File: config.mk
export PLATFORM = sky130hd
export DESIGN_NAME = rx_pad_strip
export DESIGN_NICKNAME = d
export VERILOG_FILES = /design/src/rtl/rx_pad_strip_pkg.sv /design/src/rtl/rx_pad_strip_cfg.sv /design/src/rtl/rx_pad_strip_pos.sv /design/src/rtl/rx_pad_strip_sel.sv /design/src/rtl/rx_pad_strip_oreg.sv /design/src/rtl/rx_pad_strip.sv
export SDC_FILE = /design/constraint.sdc
export NUM_CORES = 1
export LEC_CHECK = 0
export ABC_AREA = 1
export ABC_CLOCK_PERIOD_IN_PS = 2400
export BUFFER_PORTS_ARGS = -buffer_cell sky130_fd_sc_hd__buf_2
export CAP_MARGIN = 10
export CORE_MARGIN = 8
export CORE_UTILIZATION = 56
export CTS_BUF_LIST = sky130_fd_sc_hd__clkbuf_4
export DETAILED_ROUTE_END_ITERATION = 10
export GPL_TIMING_DRIVEN = 1
export PLACE_DENSITY = 0.78
export REMOVE_ABC_BUFFERS = 1
export SETUP_SLACK_MARGIN = 0.15
export SYNTH_ARGS = -nofsm -noshare
export SYNTH_HDL_FRONTEND = slang
export SYNTH_SLANG_ARGS = --single-unit
File: constraint.sdc
create_clock -name clk -period 2.4 [get_ports clk]
set_input_delay 0 -clock clk [delete_from_list [all_inputs] [get_ports clk]]
set_output_delay 0 -clock clk [all_outputs]
set_load 0.02 [all_outputs]
File: src/rtl/rx_pad_strip_pkg.sv
package rx_pad_strip_pkg;

  localparam int unsigned BYTE_W = 8;

  typedef struct packed {
    logic              vld;
    logic [BYTE_W-1:0] data;
    logic              last;
    logic              err;
  } byte_beat_t;

  // A length field below the minimum payload marks a frame to be stripped.
  function automatic logic f_is_short(input logic [2*BYTE_W-1:0] lf,
                                      input int unsigned min_data);
    return 32'(lf) < min_data;
  endfunction

  // Index of the last byte kept in a stripped frame: header plus declared data, minus one.
  function automatic int unsigned f_last_keep(input int unsigned hdr_bytes,
                                              input logic [2*BYTE_W-1:0] lf);
    return hdr_bytes - 1 + 32'(lf);
  endfunction

endpackage

File: src/rtl/rx_pad_strip_cfg.sv
module rx_pad_strip_cfg (
  input  logic clk,
  input  logic rst_n,
  input  logic rx_on,
  input  logic strip_en,
  output logic en_q
);
  // The enable register loads only while reception is off.
  always_ff @(posedge clk) begin
    if (!rst_n)      en_q <= 1'b0;
    else if (!rx_on) en_q <= strip_en;
  end
endmodule

File: src/rtl/rx_pad_strip_pos.sv
module rx_pad_strip_pos
  import rx_pad_strip_pkg::*;
#(
  parameter int unsigned CNT_W     = 16,
  parameter int unsigned HDR_BYTES = 14,
  parameter int unsigned MIN_DATA  = 46
) (
  input  logic              clk,
  input  logic              rst_n,
  input  logic              en_q,
  input  logic              in_valid,
  input  logic [BYTE_W-1:0] in_data,
  input  logic              in_last,
  output logic [CNT_W-1:0]  idx,
  output logic              cur_strip,
  output logic [CNT_W-1:0]  cur_end
);
  localparam logic [CNT_W-1:0] LEN_HI_IDX = CNT_W'(HDR_BYTES - 2);
  localparam logic [CNT_W-1:0] LEN_LO_IDX = CNT_W'(HDR_BYTES - 1);
  localparam logic [CNT_W-1:0] IDX_MAX    = {CNT_W{1'b1}};

  logic [BYTE_W-1:0]   hi_q;
  logic                strip_r;
  logic [CNT_W-1:0]    end_r;
  logic [2*BYTE_W-1:0] len_now;
  logic                short_now;
  logic [CNT_W-1:0]    end_now;
  logic                at_lo;

  assign len_now   = {hi_q, in_data};
  assign short_now = en_q && f_is_short(len_now, MIN_DATA);
  assign end_now   = CNT_W'(f_last_keep(HDR_BYTES, len_now));
  assign at_lo     = (idx == LEN_LO_IDX);

  // On the low length byte itself the decision is taken from the live byte.
  assign cur_strip = at_lo ? short_now : strip_r;
  assign cur_end   = at_lo ? end_now   : end_r;

  always_ff @(posedge clk) begin
    if (!rst_n) begin
      idx     <= '0;
      hi_q    <= '0;
      strip_r <= 1'b0;
      end_r   <= '0;
    end else if (in_valid) begin
      if (in_last)               idx <= '0;
      else if (idx != IDX_MAX)   idx <= idx + 1'b1;
      if (idx == LEN_HI_IDX)     hi_q <= in_data;
      if (in_last) begin
        strip_r <= 1'b0;
      end else if (at_lo) begin
        strip_r <= short_now;
        end_r   <= end_now;
      end
    end
  end
endmodule

File: src/rtl/rx_pad_strip_sel.sv
module rx_pad_strip_sel
  import rx_pad_strip_pkg::*;
#(
  parameter int unsigned CNT_W     = 16,
  parameter int unsigned HDR_BYTES = 14
) (
  input  logic              in_valid,
  input  logic [BYTE_W-1:0] in_data,
  input  logic              in_last,
  input  logic [CNT_W-1:0]  idx,
  input  logic              cur_strip,
  input  logic [CNT_W-1:0]  cur_end,
  output byte_beat_t        beat,
  output logic              drop_byte,
  output logic              final_byte
);
  localparam logic [CNT_W-1:0] LEN_LO_IDX = CNT_W'(HDR_BYTES - 1);

  logic in_hdr;
  assign in_hdr = (idx < LEN_LO_IDX);

  always_comb begin
    beat.vld   = in_valid;
    beat.data  = in_data;
    beat.last  = in_last;
    beat.err   = 1'b0;
    drop_byte  = 1'b0;
    final_byte = 1'b0;
    if (in_hdr) begin
      // A last marker inside the header: runt frame.
      beat.err = in_last;
    end else if (cur_strip) begin
      if (idx == cur_end) begin
        beat.last  = 1'b1;
        final_byte = in_valid;
      end else if (idx > cur_end) begin
        beat.vld  = 1'b0;
        beat.last = 1'b0;
        drop_byte = in_valid;
      end else begin
        // Ended before the declared data was complete.
        beat.err = in_last;
      end
    end
  end
endmodule

File: src/rtl/rx_pad_strip_oreg.sv
module rx_pad_strip_oreg
  import rx_pad_strip_pkg::*;
(
  input  logic       clk,
  input  logic       rst_n,
  input  byte_beat_t beat,
  output byte_beat_t q
);
  always_ff @(posedge clk) begin
    if (!rst_n) begin
      q <= '0;
    end else begin
      q.vld  <= beat.vld;
      q.data <= beat.data;
      q.last <= beat.vld & beat.last;
      q.err  <= beat.vld & beat.err;
    end
  end
endmodule

File: src/rtl/rx_pad_strip.sv
module rx_pad_strip
  import rx_pad_strip_pkg::*;
#(
  parameter int unsigned CNT_W     = 16,
  parameter int unsigned HDR_BYTES = 14,
  parameter int unsigned MIN_DATA  = 46
) (
  input  logic       clk,
  input  logic       rst_n,
  input  logic       rx_on,
  input  logic       strip_en,
  input  logic       in_valid,
  input  logic [7:0] in_data,
  input  logic       in_last,
  output logic       out_valid,
  output logic [7:0] out_data,
  output logic       out_last,
  output logic       out_err
);
  logic             en_q;
  logic [CNT_W-1:0] idx;
  logic             cur_strip;
  logic [CNT_W-1:0] cur_end;
  logic             drop_byte;
  logic             final_byte;
  byte_beat_t       beat;
  byte_beat_t       q;

  rx_pad_strip_cfg u_cfg (
    .clk(clk), .rst_n(rst_n), .rx_on(rx_on), .strip_en(strip_en), .en_q(en_q)
  );

  rx_pad_strip_pos #(.CNT_W(CNT_W), .HDR_BYTES(HDR_BYTES), .MIN_DATA(MIN_DATA)) u_pos (
    .clk(clk), .rst_n(rst_n), .en_q(en_q),
    .in_valid(in_valid), .in_data(in_data), .in_last(in_last),
    .idx(idx), .cur_strip(cur_strip), .cur_end(cur_end)
  );

  rx_pad_strip_sel #(.CNT_W(CNT_W), .HDR_BYTES(HDR_BYTES)) u_sel (
    .in_valid(in_valid), .in_data(in_data), .in_last(in_last),
    .idx(idx), .cur_strip(cur_strip), .cur_end(cur_end),
    .beat(beat), .drop_byte(drop_byte), .final_byte(final_byte)
  );

  rx_pad_strip_oreg u_oreg (
    .clk(clk), .rst_n(rst_n), .beat(beat), .q(q)
  );

  assign out_valid = q.vld;
  assign out_data  = q.data;
  assign out_last  = q.last;
  assign out_err   = q.err;
endmodule

Word-level counts from Yosys, hierarchy flattened
Cells that the tools add are included.

Memories: 0. Input bits: 14. Output and inout bits: 11. Word-level logic and storage cells: 41. Memory bits (writable): 0. Bits in latches: 0. ROM bits: 0. Register bits after elaboration: 53.

Div/mod/pow operators: 0. Muxes and demuxes: 15. Shifts and indexed selects: 0. Order comparisons: 3. Reductions and logical operators: 5. Add/sub/neg operators: 2. Eq/ne operators: 4. Bitwise operators: 3. Multipliers: 0.

Operators with widths (count): $mux W16 (3); $eq A16 B4 Y1 const B (2); $add A16 B1 Y16 const B (1); $add A4 B16 Y16 const A (1); $eq A16 B16 Y1 (1); $gt A16 B16 Y1 (1); $lt A16 B4 Y1 const B (1); $lt A16 B6 Y1 const B (1); $ne A16 B16 Y1 const B (1); $mux W1 (11); $reduce_and A2 Y1 (3); $and A1 B1 Y1 (2); $mux W2 (1); $reduce_bool A2 Y1 (1); $logic_and A1 B1 Y1 (1); $not A1 Y1 (1).

Depth between registers and ports, before layout
Gate-level depths: netlist of run 1.

Word-level depth: 8. Depth in mapped cells: 22. Mapped depth without buffers: 21.

Modules after synthesis
From an unflattened synthesis of run 1, not the netlist that was laid out.

Cells, all modules: 616. Area total of the unflattened synthesis: 3772.4 sq um.

By module, submodules not included: rx_pad_strip_pos (area an instance 2772.7 sq um, cells an instance 467, sequential area each 820.8 sq um, times used 1); rx_pad_strip_sel (area an instance 631.9 sq um, cells an instance 109, sequential area each 0.0 sq um, times used 1); rx_pad_strip_oreg (area an instance 326.6 sq um, cells an instance 34, sequential area each 220.2 sq um, times used 1); rx_pad_strip_cfg (area an instance 41.3 sq um, cells an instance 6, sequential area each 20.0 sq um, times used 1).

Worst setup path before layout of run 1
No wires, ideal clock.

Path type: register to register. From: register u_pos.idx[1]. To: register, netlist name u_oreg.q[0]. Setup slack: -9 ps. Path buffers: 1. Library setup time: 121 ps. Period minus slack after synthesis: 2409 ps. Data required time: 2279 ps. Stages on the path, launching flop included: 18. Data arrival time: 2288 ps. Cells stage by stage: dfxtp_1 -> inv_1 -> ha_1 -> nand2_1 -> inv_1 -> nand2_1 -> nor2_4 -> buf_2 -> nand3_1 -> and2_1 -> ha_1 -> nand2_1 -> nor3_1 -> nand2_1 -> nand2_1 -> nand2_1 -> o21bai_1 -> nor2_1.

Cells in the longest elaborated chain, start to end: 8. Elaborated cells between the ends (all ways): 15. Those cells by class: order compare: 2; eq/ne: 2; mux: 10; bitwise: 1.

Ends and longest elaborated chain: from (decl) (line rx_pad_strip_pos.sv:14) `output logic [CNT_W-1:0] idx,`; from (signal assigned) (line rx_pad_strip_pos.sv:47) `else if (idx != IDX_MAX) idx <= idx + 1'b1;`; $eq A16 B4 Y1 (line rx_pad_strip_pos.sv:33) `assign at_lo = (idx == LEN_LO_IDX);`; $mux W16 (line rx_pad_strip_pos.sv:37) `assign cur_end = at_lo ? end_now : end_r;`; $gt A16 B16 Y1 (line rx_pad_strip_sel.sv:36) `end else if (idx > cur_end) begin`; $mux W1 (line rx_pad_strip_sel.sv:36); $mux W1 (line rx_pad_strip_sel.sv:33) `if (idx == cur_end) begin`; $mux W1 / $mux W2 (equally long branches) (line rx_pad_strip_sel.sv:32) `end else if (cur_strip) begin`; $mux W1 (line rx_pad_strip_sel.sv:29) `if (in_hdr) begin`; $and A1 B1 Y1 * (line rx_pad_strip_oreg.sv:16) `q.err <= beat.vld & beat.err;`.

Every way passes the cells marked *; elsewhere a longest branch is shown, timed or not. A chain may end at the register's enable or synchronous reset.

Worst setup path after layout of run 1
From: register u_pos.idx[1]. To: register, netlist name u_oreg.q[0].

Cells in the longest elaborated chain, start to end: 8. Elaborated cells between the ends (all ways): 15. Those cells by class: order compare: 2; eq/ne: 2; mux: 10; bitwise: 1.

Ends and longest elaborated chain (line): $eq A16 B4 Y1 (rx_pad_strip_pos.sv:33); $mux W16 (rx_pad_strip_pos.sv:37); $gt A16 B16 Y1 (rx_pad_strip_sel.sv:36); $mux W1 (rx_pad_strip_sel.sv:36); $mux W1 (rx_pad_strip_sel.sv:33); $mux W1 / $mux W2 (equally long branches) (rx_pad_strip_sel.sv:32); $mux W1 (rx_pad_strip_sel.sv:29); $and A1 B1 Y1 * (rx_pad_strip_oreg.sv:16).

Marks and branches as above.

==> metrics.txt, run 1 <==
IO Count 25; met1 Use GR about a quarter; Placer Congestion 0.907; setup ws final -144 ps; number of remaining DRC errors 0; post-synthesis async set-or-reset flop share 0%; Synth Area in Compound Gates about 14%; area of the multi-input gates a little over 0.002 sq mm; Die W ~93 microns; number of buffers added on ports 24; DP Cell Count 634; failing checks setup timing; dominant cell type by area after synthesis dfxtp_1; max-cap viol count 0; Critical Path RT 2740 ps; minimum hold slack 19.9 ps; final setup vio count 3; DP HPWL ~6.5 mm; xor/xnor cell area share of the yosys netlist about 2.4%; row count 28; Die Y about 93 microns; PD cells ~390 mW/mm^2; global routing met3 resource utilization 3.64%; Post-synth EDFFs 0; storage element area 0.00107 sq mm; total global routing overflow 0; Fillers ~440; CTS buffer count 5; vias in the first global route approximately 3.3k; initial antenna violation count 0; multiplexer share of the synthesized area 0%; Final Net Count about 630; met2 Use GR a little over a third; CORE AREA 0.00578 sq mm; clk sinks between 50 and 60; DRT Wirelength 9.84 mm; leakage power between 2 and 2.5 nW; # diodes 0; Peak Freq roughly 390 MHz; Layout area overhead 31.1%; FF+latch count, synth 53; Worst-Margin Slew between 700 and 800 ps; total vias in the final route 3,601; sequential share of the synthesized area roughly a third; clk_lat worst skew 390 ps; H-tree levels 2; IR drop worst, VDD 0.244 mV; Cell Area, Synth 0.00328 sq mm; 1st-iter DRT viols 332; Root Buffer clkbuf_4; Critical Path AT between 2000 and 3000 ps; crit start category register; first-pass GRT wire length between 10 and 15 mm; most instantiated library cell after synthesis nand2_1; Avg WL per Cell around 15 microns; share of cells above drive strength 1 26.9%; Clk pin slew, worst setup/hold paths 160 ps; most crowded layer after global routing met2; simple-gate share of the synthesized area a little under a third; largest family of logic cells by synthesized area simple AND/OR/NAND/NOR gates; largest net degree at the start of global routing 21; TritonCTS clock tree done; Hold/Removal Path Class input pin to register; Syn Inst Count 498; final hold viol count 0; Yosys warning total 0; Yosys top cell area share approximately 32%; post-route ant nets 0; Synth top cells by count nand2_1, inv_1, nor2_1; non-filler cells, final between 600 and 700; maximum fanout along the worst path 6; Avg Vias per Cell 5.41; total negative slack -312 ps; ranking of synthesized cells by area dfxtp_1, nand2_1, inv_1, ha_1, nor2_1; Synth Flop Type dfxtp_1; total track usage about a fifth; Synth cell types 37; unrepaired setup endpoints after global routing yes; min cycle time layout ~2500 ps; DRT Pass-1 Iters 5; Setup CP Type register to register; Slew HR 50.8%; fin crit share 106%; Starting Density a little under three fifths; Pwr Total ~0.0017 W; element type at the critical path end register; Adder-Cell Fraction of Synth Area 8.02%; Syn Area/Cell 6.58 sq um; maximum buffer depth of the clock tree 2; outcome finished, violations left; skew final between 10 and 15 ps; Max Slew Vio Count 0; die area between 0.008 and 0.009 sq mm
flip-flops by register name, indices dropped and copies added (netlist names):
signal         cells
u_oreg.q          11
u_pos.strip_r      1
u_pos.hi_q         8
u_cfg.en_q         1
u_pos.idx         16
u_pos.end_r       16
metal layers:
metal | up-vias | routed length, microns
li1 | 1777 | -
met1 | 1654 | 4170
met2 | 137 | 4800
met3 | 33 | 584
met4 | 0 | 289
met5 | - | 0
worst max-delay path: stages, from the launching register on:
cell	delay [ps]
dfxtp_2	360
inv_2	70
ha_4	120
nand2_2	40
inv_2	70
nand2_2	60
nor2_4	210
buf_12	150
buf_4	120
a31oi_2	90
ha_1	330
a21oi_1	180
o21a_1	180
nand2_1	70
nand2_1	70
nand2_2	60
o21bai_1	140
nand2_1	70
nor2_1	80
power by group:
part | switching, W | internal, W | leakage (nW)
Sequential | 0.0000119 | 0.000909 | 0.436
Clock | 0.000299 | 0.000126 | 0.0279
Combinational | 0.000185 | 0.000130 | 1.62
Total | 0.000496 | 0.00117 | 2.08
kinds of logic (layout without fill, tap and decap cells):
logic type / Yosys count / count (layout)
buffers and inverters: 92 / 185
DFF: 53 / 53
AOI/OAI and AO/OA: 83 / 83
and+or+nand+nor: 240 / 240
adders and majority gates: 21 / 21
xor gates and xnor gates: 9 / 9
worst paths after layout:
kind                       from       endpoint  slack, ps  depth (start not counted)
hold / removal       in_data[6]  u_pos.hi_q[6]         20                          4
setup reg to reg   u_pos.idx[1]    u_oreg.q[0]       -140                         18
setup / recovery   u_pos.idx[1]    u_oreg.q[0]       -140                         18
hold reg to reg   u_pos.strip_r  u_pos.strip_r        520                          2
placed cells by master, fill, tap and decap left out, types with 8 or more instances in the layout:
master / Yosys / layout
dlygate4sd3_1: 0 / 14
a21oi_2: 3 / 9
nand2_1: 121 / 109
ha_1: 21 / 19
a21oi_1: 34 / 27
dfxtp_1: 53 / 46
nor2_2: 3 / 8
nand3_1: 25 / 22
buf_4: 2 / 52
buf_2: 1 / 24
o21ai_0: 31 / 25
inv_1: 77 / 73
nand4_1: 12 / 12
nor2_1: 59 / 53
nand2_2: 0 / 12
layout make-up:
cell class,instances,share of cell area [%]
multi-input combinational,353,47.4
sequential,53,24.9
timing repair buffer,96,17.0
inverter,81,7.13
tap,75,2.18
clock buffer,6,1.05
clock inverter,2,0.349
stage by stage:
stage / area [sq um] / setup slack (ps) / util [%]
after floorplan: 3220 / -28.1 / -
after global placement: 3810 / -120 / 65.9
after detailed placement: 3810 / -195 / 65.9
after CTS: 4130 / -84.1 / 71.5
after global routing: 4300 / -226 / 74.4
final: 4300 / -144 / 74.4
timing repair:
action / in CTS / in global routing
setup buffers: 7 / 2
cloned: 0 / 1
endpoints found under the hold margin: 16 / 0
hold buffers: 14 / 0
pin swaps: 16 / 23
setup endpoints to repair: 3 / 3
resized for setup: 28 / 45
Power figures use the tool's default switching activity.
==> inputs of run 2 (changes only) <==
Settings changed: CORE_MARGIN 8 to 3, PLACE_DENSITY 0.78 to not set, PLACE_DENSITY_LB_ADDON set to 0.12.
==> metrics.txt, run 2 (synthesis results as in run 1) <==
H-tree levels 2 (unchanged); Worst Hold Depth 4 (unchanged); total vias in the final route 3,618 (+0.47%); total negative slack -206 ps (+106 ps); PD cells 379 mW/mm^2 (-2.0%); commonest cells after routing, fill and taps aside nand2_1, inv_1, buf_4; most common cell after layout, fill and taps aside nand2_1; fin util 78.0% (+3.6 points); number of remaining DRC errors 0 (unchanged); first-pass GRT wire length 14.6 mm (-0.14%); Hold Path End u_pos.hi_q[6]; slowest stage delay, CP 350 ps (about the same); Slew HR 55.1% (+4.3 points); final hold viol count 0 (unchanged); DRT Pass-1 Iters 7 (+2); Avg Vias per Cell 5.41 (about the same); vias in the first global route 3,184 (-2.2%); Die Y 82.5 microns (-11%); Clk pin slew, worst setup/hold paths 150 ps (about the same); CP delay by family, top simple AND/OR/NAND/NOR gates; min cycle time layout 2490 ps (-54.5 ps); Setup CP Type register to register; row count 27 (-3.6%); final setup vio count 3 (unchanged); outcome finished, violations left; DRT Wirelength 9.25 mm (-6.0%); Final Net Count 631 (+0.96%); Placer Congestion 0.906 (about the same); Reg2Reg Setup Slack -90 ps (+50 ps); Peak Freq 402 MHz (+2.2%); post-place setup slack -230 ps (-35.3 ps); hold path startpoint in_data[6]; Avg WL per Cell 13.8 microns (-6.5%); post-route ant nets 0 (unchanged); Fillers 437 (+0.46%); initial antenna violation count 0 (unchanged); Die W 82.5 microns (-11%); WP buf/inv 4 (unchanged); unrepaired setup endpoints after global routing yes; minimum hold slack 28.5 ps (+8.56 ps); IR drop worst, VDD 0.233 mV (-4.7%); clk sinks 53 (unchanged); crit start category register; clk_lat worst skew 400 ps (about the same); CORE AREA 0.00557 sq mm (-3.6%); storage element area 0.00107 sq mm (unchanged); failing checks setup timing; DP HPWL 6.35 mm (-1.8%); Hold/Removal Path Class input pin to register; r2r startpoint u_pos.idx[1]; max-cap viol count 0 (unchanged); Reg-to-Reg End u_oreg.q[0]; Critical Path RT 2720 ps (-20 ps); Worst-Margin Slew 673 ps (-64.9 ps); DP Cell Count 633 (-0.16%); element type at the critical path end register; # diodes 0 (unchanged); 1st-iter DRT viols 277 (-17%); skew final 22.3 ps (+8.19 ps); TritonCTS clock tree done; Max Slew Vio Count 0 (unchanged); non-filler cells, final 669 (+0.45%); Worst R2R Path Depth 18 (unchanged); setup ws final -89.7 ps (+54.5 ps); maximum buffer depth of the clock tree 2 (unchanged); Starting Density 58.8% (+2.1 points); largest net degree at the start of global routing 23 (+9.5%); die area 0.00681 sq mm (-20%); IO Count 25 (unchanged); slowest stage cell, crit path dfxtp_2; total track usage 27.6% (+6.7 points); CP Cell Sequence inv_2, ha_4, nand2_2, inv_2, nand2_2, nor2_4, buf_6, buf_6, nand3_1, nand2_2, ha_1, nand2_1, o21ai_0, a21oi_1, nand2_1, o21bai_1, nand2_1, nor2_1; number of buffers added on ports 24 (unchanged); leakage power 2.11 nW (+1.5%); area of the multi-input gates 0.00205 sq mm (+0.68%); Critical Path AT 2810 ps (-80 ps); Top Registers u_pos.end_r x16, u_pos.idx x16, u_oreg.q x11; Layout area overhead 32.6%; Root Buffer clkbuf_4; share of cells above drive strength 1 26.6% (-0.27 points); maximum fanout along the worst path 6 (unchanged); fin crit share 104% (-2.3 points); CTS buffer count 5 (unchanged); total global routing overflow 0 (unchanged)
[run 2: cell count changes in the layout (fill, tap and decap cells not counted), sizes merged]
cell	change
dlygate4sd3	+4
buf	+2
clkinv	+2
clkbuf	-1
clkinvlp	-1
[run 2: layout make-up]
cell class | count | share of cell area [%]
Tap cell | 72 | 2.07
Timing Repair Buffer | 102 | 17.8
Inverter | 81 | 7.05
Clock buffer | 5 | 0.864
Clock inverter | 3 | 0.403
Sequential cell | 53 | 24.6
Multi-Input combinational cell | 353 | 47.2
[run 2: repair_timing]
item | in CTS | in global routing
hold endpoints to repair | 15 | 0
setup buffers | 6 | 4
pin swaps | 24 | 22
hold buffers | 18 | 0
setup endpoints to repair | 3 | 3
gates resized for setup | 39 | 35
[run 2: worst min-delay path, stage by stage]
cell	delay, ps
buf_2	110
inv_1	80
buf_4	120
a21oi_1	70
[run 2: power by group]
part,total (W),internal [W],leakage (nW),switching (W)
clock network,0.000414,0.000111,0.0310,0.000303
registers,0.000921,0.000909,0.436,0.0000114
logic,0.000311,0.000130,1.65,0.000181
total,0.00165,0.00115,2.11,0.000495
[run 2: per-layer routing]
metal | global-route usage, % | vias to the layer above | part of all wire, %
li1 | - | 1790 | -
met1 | 36.5 | 1642 | 44
met3 | 4.99 | 27 | 6.1
met2 | 45.6 | 159 | 47
met5 | 0 | - | 0
met4 | 8.66 | 0 | 2.7
[run 2: worst max-delay path by stage]
stage / endpoint / slack, ps / cells past startpoint / start
6_report: u_oreg.q[0] / -90 / 18 / u_pos.idx[1]
5_1_grt: u_oreg.q[0] / -230 / 18 / u_pos.idx[1]
4_1_cts: u_oreg.q[10] / -60 / 20 / u_pos.idx[11]
3_5_place_dp: u_oreg.q[0] / -230 / 16 / u_pos.idx[1]
3_3_place_gp: u_oreg.q[0] / -180 / 17 / u_pos.idx[1]
2_1_floorplan: u_oreg.q[0] / -30 / 16 / u_pos.idx[1]
[run 2: through the flow]
stage	power, W	instance area (sq um)
finish	0.00165	4350
global route	0.00172	4350
CTS	0.00161	4210
detailed placement	0.00118	3810
global placement	0.00118	3810
floorplan	0.00109	3220
==> inputs of run 3 (changes only) <==
Settings changed: CORE_UTILIZATION 56 to 46.
==> metrics.txt, run 3 (synthesis results as in run 1) <==
outcome finished, violations left; failing checks setup timing; Top Registers u_pos.end_r x16, u_pos.idx x16, u_oreg.q x11; H-tree levels 2 (unchanged); non-filler cells, final 683 (+2.1%); Die W 90.4 microns (+9.6%); # diodes 0 (unchanged); Worst Hold Depth 4 (unchanged); IR drop worst, VDD 0.347 mV (+49%); metal2 WL 3.89 mm (-11%); element type at the critical path end register; number of buffers added on ports 24 (unchanged); unrepaired setup endpoints after global routing yes; share of cells above drive strength 1 23.7% (-3.0 points); maximum buffer depth of the clock tree 2 (unchanged); slowest stage cell, crit path dfxtp_2; post-route ant nets 0 (unchanged); Max Slew Vio Count 0 (unchanged); Net Switching 0.000497 W (+0.50%); WP buf/inv 5 (+1); Fillers 659 (+51%); number of remaining DRC errors 0 (unchanged); fin crit share 105% (+0.89 points); Final Net Count 621 (-1.6%); Worst-Margin Slew 415 ps (-257 ps); Setup CP Type register to register; CP Cell Sequence inv_2, ha_4, nand2_2, inv_2, nand2_2, nor2_4, buf_4, buf_6, nand2_1, o21ai_0, inv_1, ha_1, nand2_1, nor2_2, nand2_2, nand2_1, nand2_1, nand2_1, nand2_1, o21bai_2, nor2_1; crit start category register; sw frac 30.2% (+0.12 points); WL met1 4.38 mm (+7.7%); Top cell by count, worst path nand2_1; commonest cells after routing, fill and taps aside nand2_1, inv_1, nor2_1; Root Buffer clkbuf_4; min cycle time layout 2510 ps (+21.5 ps); Critical Path AT 2820 ps (about the same); first-pass GRT wire length 14.7 mm (+0.85%); hold path startpoint in_last; combinational power share 17.5% (-1.4 points); CP delay by family, top simple AND/OR/NAND/NOR gates; total track usage 21.9% (-5.8 points); DP Cell Count 651 (+2.8%); total vias in the final route 3,374 (-6.7%); most common cell after layout, fill and taps aside nand2_1; clk sinks 53 (unchanged); setup ws final -111 ps (-21.5 ps); CTS buffer count 5 (unchanged); DRT Wirelength 8.74 mm (-5.5%); Peak Freq 398 MHz (-0.85%); vias in the first global route 3,152 (-1.0%); max-cap viol count 0 (unchanged); DP HPWL 6.48 mm (+2.0%); met3 wire length 359 microns (-37%); total global routing overflow 0 (unchanged); Layout area overhead 27.8%; top layer in use met4; largest net degree at the start of global routing 25 (+8.7%); Slew HR 72.3% (+17 points); Starting Density 47.7% (-11 points); Avg WL per Cell 12.8 microns (-7.4%); fin util 61.0% (-17 points); DRT Pass-1 Iters 5 (-2); maximum fanout along the worst path 6 (unchanged); Clock Power Share 26.6% (+1.5 points); Reg power frac 55.9% (about the same); initial antenna violation count 0 (unchanged); Critical Path RT 2700 ps (-20 ps); die area 0.00818 sq mm (+20%); Hold/Removal Path Class input pin to register; CP Launch Point u_pos.idx[1]; CORE AREA 0.00687 sq mm (+23%); 1st-iter DRT viols 191 (-31%); skew final 28.9 ps (+6.61 ps); r2r startpoint u_pos.idx[1]; Pwr Total 0.00165 W (about the same); Die Y 90.4 microns (+9.6%); slowest stage delay, CP 360 ps (about the same); clk_lat worst skew 400 ps (about the same); internal power 0.00115 W (about the same); leakage power 2.05 nW (-2.8%); row count 30 (+11%); final hold viol count 0 (unchanged); total negative slack -315 ps (-109 ps); Placer Congestion 0.931 (+2.7%); Clk pin slew, worst setup/hold paths 170 ps (+20 ps); IO Count 25 (unchanged); Worst R2R Path Depth 21 (+3); Avg Vias per Cell 4.94 (-8.7%); final setup vio count 3 (unchanged); TritonCTS clock tree done; minimum hold slack 28.6 ps (+0.114 ps); PD cells 393 mW/mm^2 (+3.9%); critical path depth in cells 21 (+3)
-- run 3: cell types whose count changed in the layout (fill, tap and decap cells not counted), moves of 3 or more --
cell           change
o21ai_2            -3
nor2_1             +4
o21ai_0            +4
a21oi_1            +4
a21oi_2            -4
buf_4              -4
dlygate4sd3_1      -5
-- run 3: through the flow --
step | area (sq um) | setup WS [ps]
global placement | 3790 | -180
CTS | 4130 | -76.9
finish | 4190 | -111
global route | 4190 | -332
floorplan | 3220 | -28.1
detailed placement | 3790 | -160
-- run 3: power by group through the flow --
| stage | sequential [W] | clock (W) | combinational (W) |
|---|---|---|---|
| 2_1_floorplan | 0.000949 | 0 | 0.000138 |
| 3_3_place_gp | 0.000937 | 0 | 0.000244 |
| 3_5_place_dp | 0.000938 | 0 | 0.000248 |
| 4_1_cts | 0.000921 | 0.000452 | 0.000280 |
| 5_1_grt | 0.000925 | 0.000481 | 0.000325 |
| 6_report | 0.000921 | 0.000439 | 0.000288 |
-- run 3: repair_timing --
| action | in CTS | in global routing |
|---|---|---|
| gates cloned | 2 | 0 |
| hold endpoints to repair | 15 | 0 |
| setup buffers | 6 | 3 |
| resized for setup | 34 | 14 |
| endpoints found under the setup margin | 3 | 3 |
| pin swaps | 15 | 8 |
| hold buffers | 13 | 0 |
-- run 3: layout make-up --
cell class / count / area [sq um] / share of cell area [%]
Tap cell: 96 / 120 / 2.87
Inverter: 81 / 307 / 7.32
Clock buffer: 5 / 37.5 / 0.896
Sequential cell: 53 / 1070 / 25.5
Clock inverter: 3 / 25.0 / 0.597
Multi-Input combinational cell: 353 / 1950 / 46.7
Timing Repair Buffer: 92 / 676 / 16.1
-- run 3: routing by layer --
metal	up-vias	track usage, %
li1	1765	-
met1	1531	31.8
met2	66	33.3
met3	12	3.58
met4	0	6.25
met5	-	0
-- run 3: worst reg2reg max path, cell delays in order, from the launching register on --
cell,delay (ps)
dfxtp_2,360
inv_2,70
ha_4,130
nand2_2,50
inv_2,70
nand2_2,60
nor2_4,190
buf_4,160
buf_6,120
nand2_1,50
o21ai_0,90
inv_1,90
ha_1,270
nand2_1,50
nor2_2,140
nand2_2,70
nand2_1,60
nand2_1,40
nand2_1,80
nand2_1,70
o21bai_2,160
nor2_1,60
-- run 3: path summary, 6_finish.rpt --
| path | to | slack (ps) |
|---|---|---|
| max reg2reg | u_oreg.q[0] | -110 |
| max | u_oreg.q[0] | -110 |
| min reg2reg | u_pos.strip_r | 490 |
| min | u_pos.idx[8] | 30 |
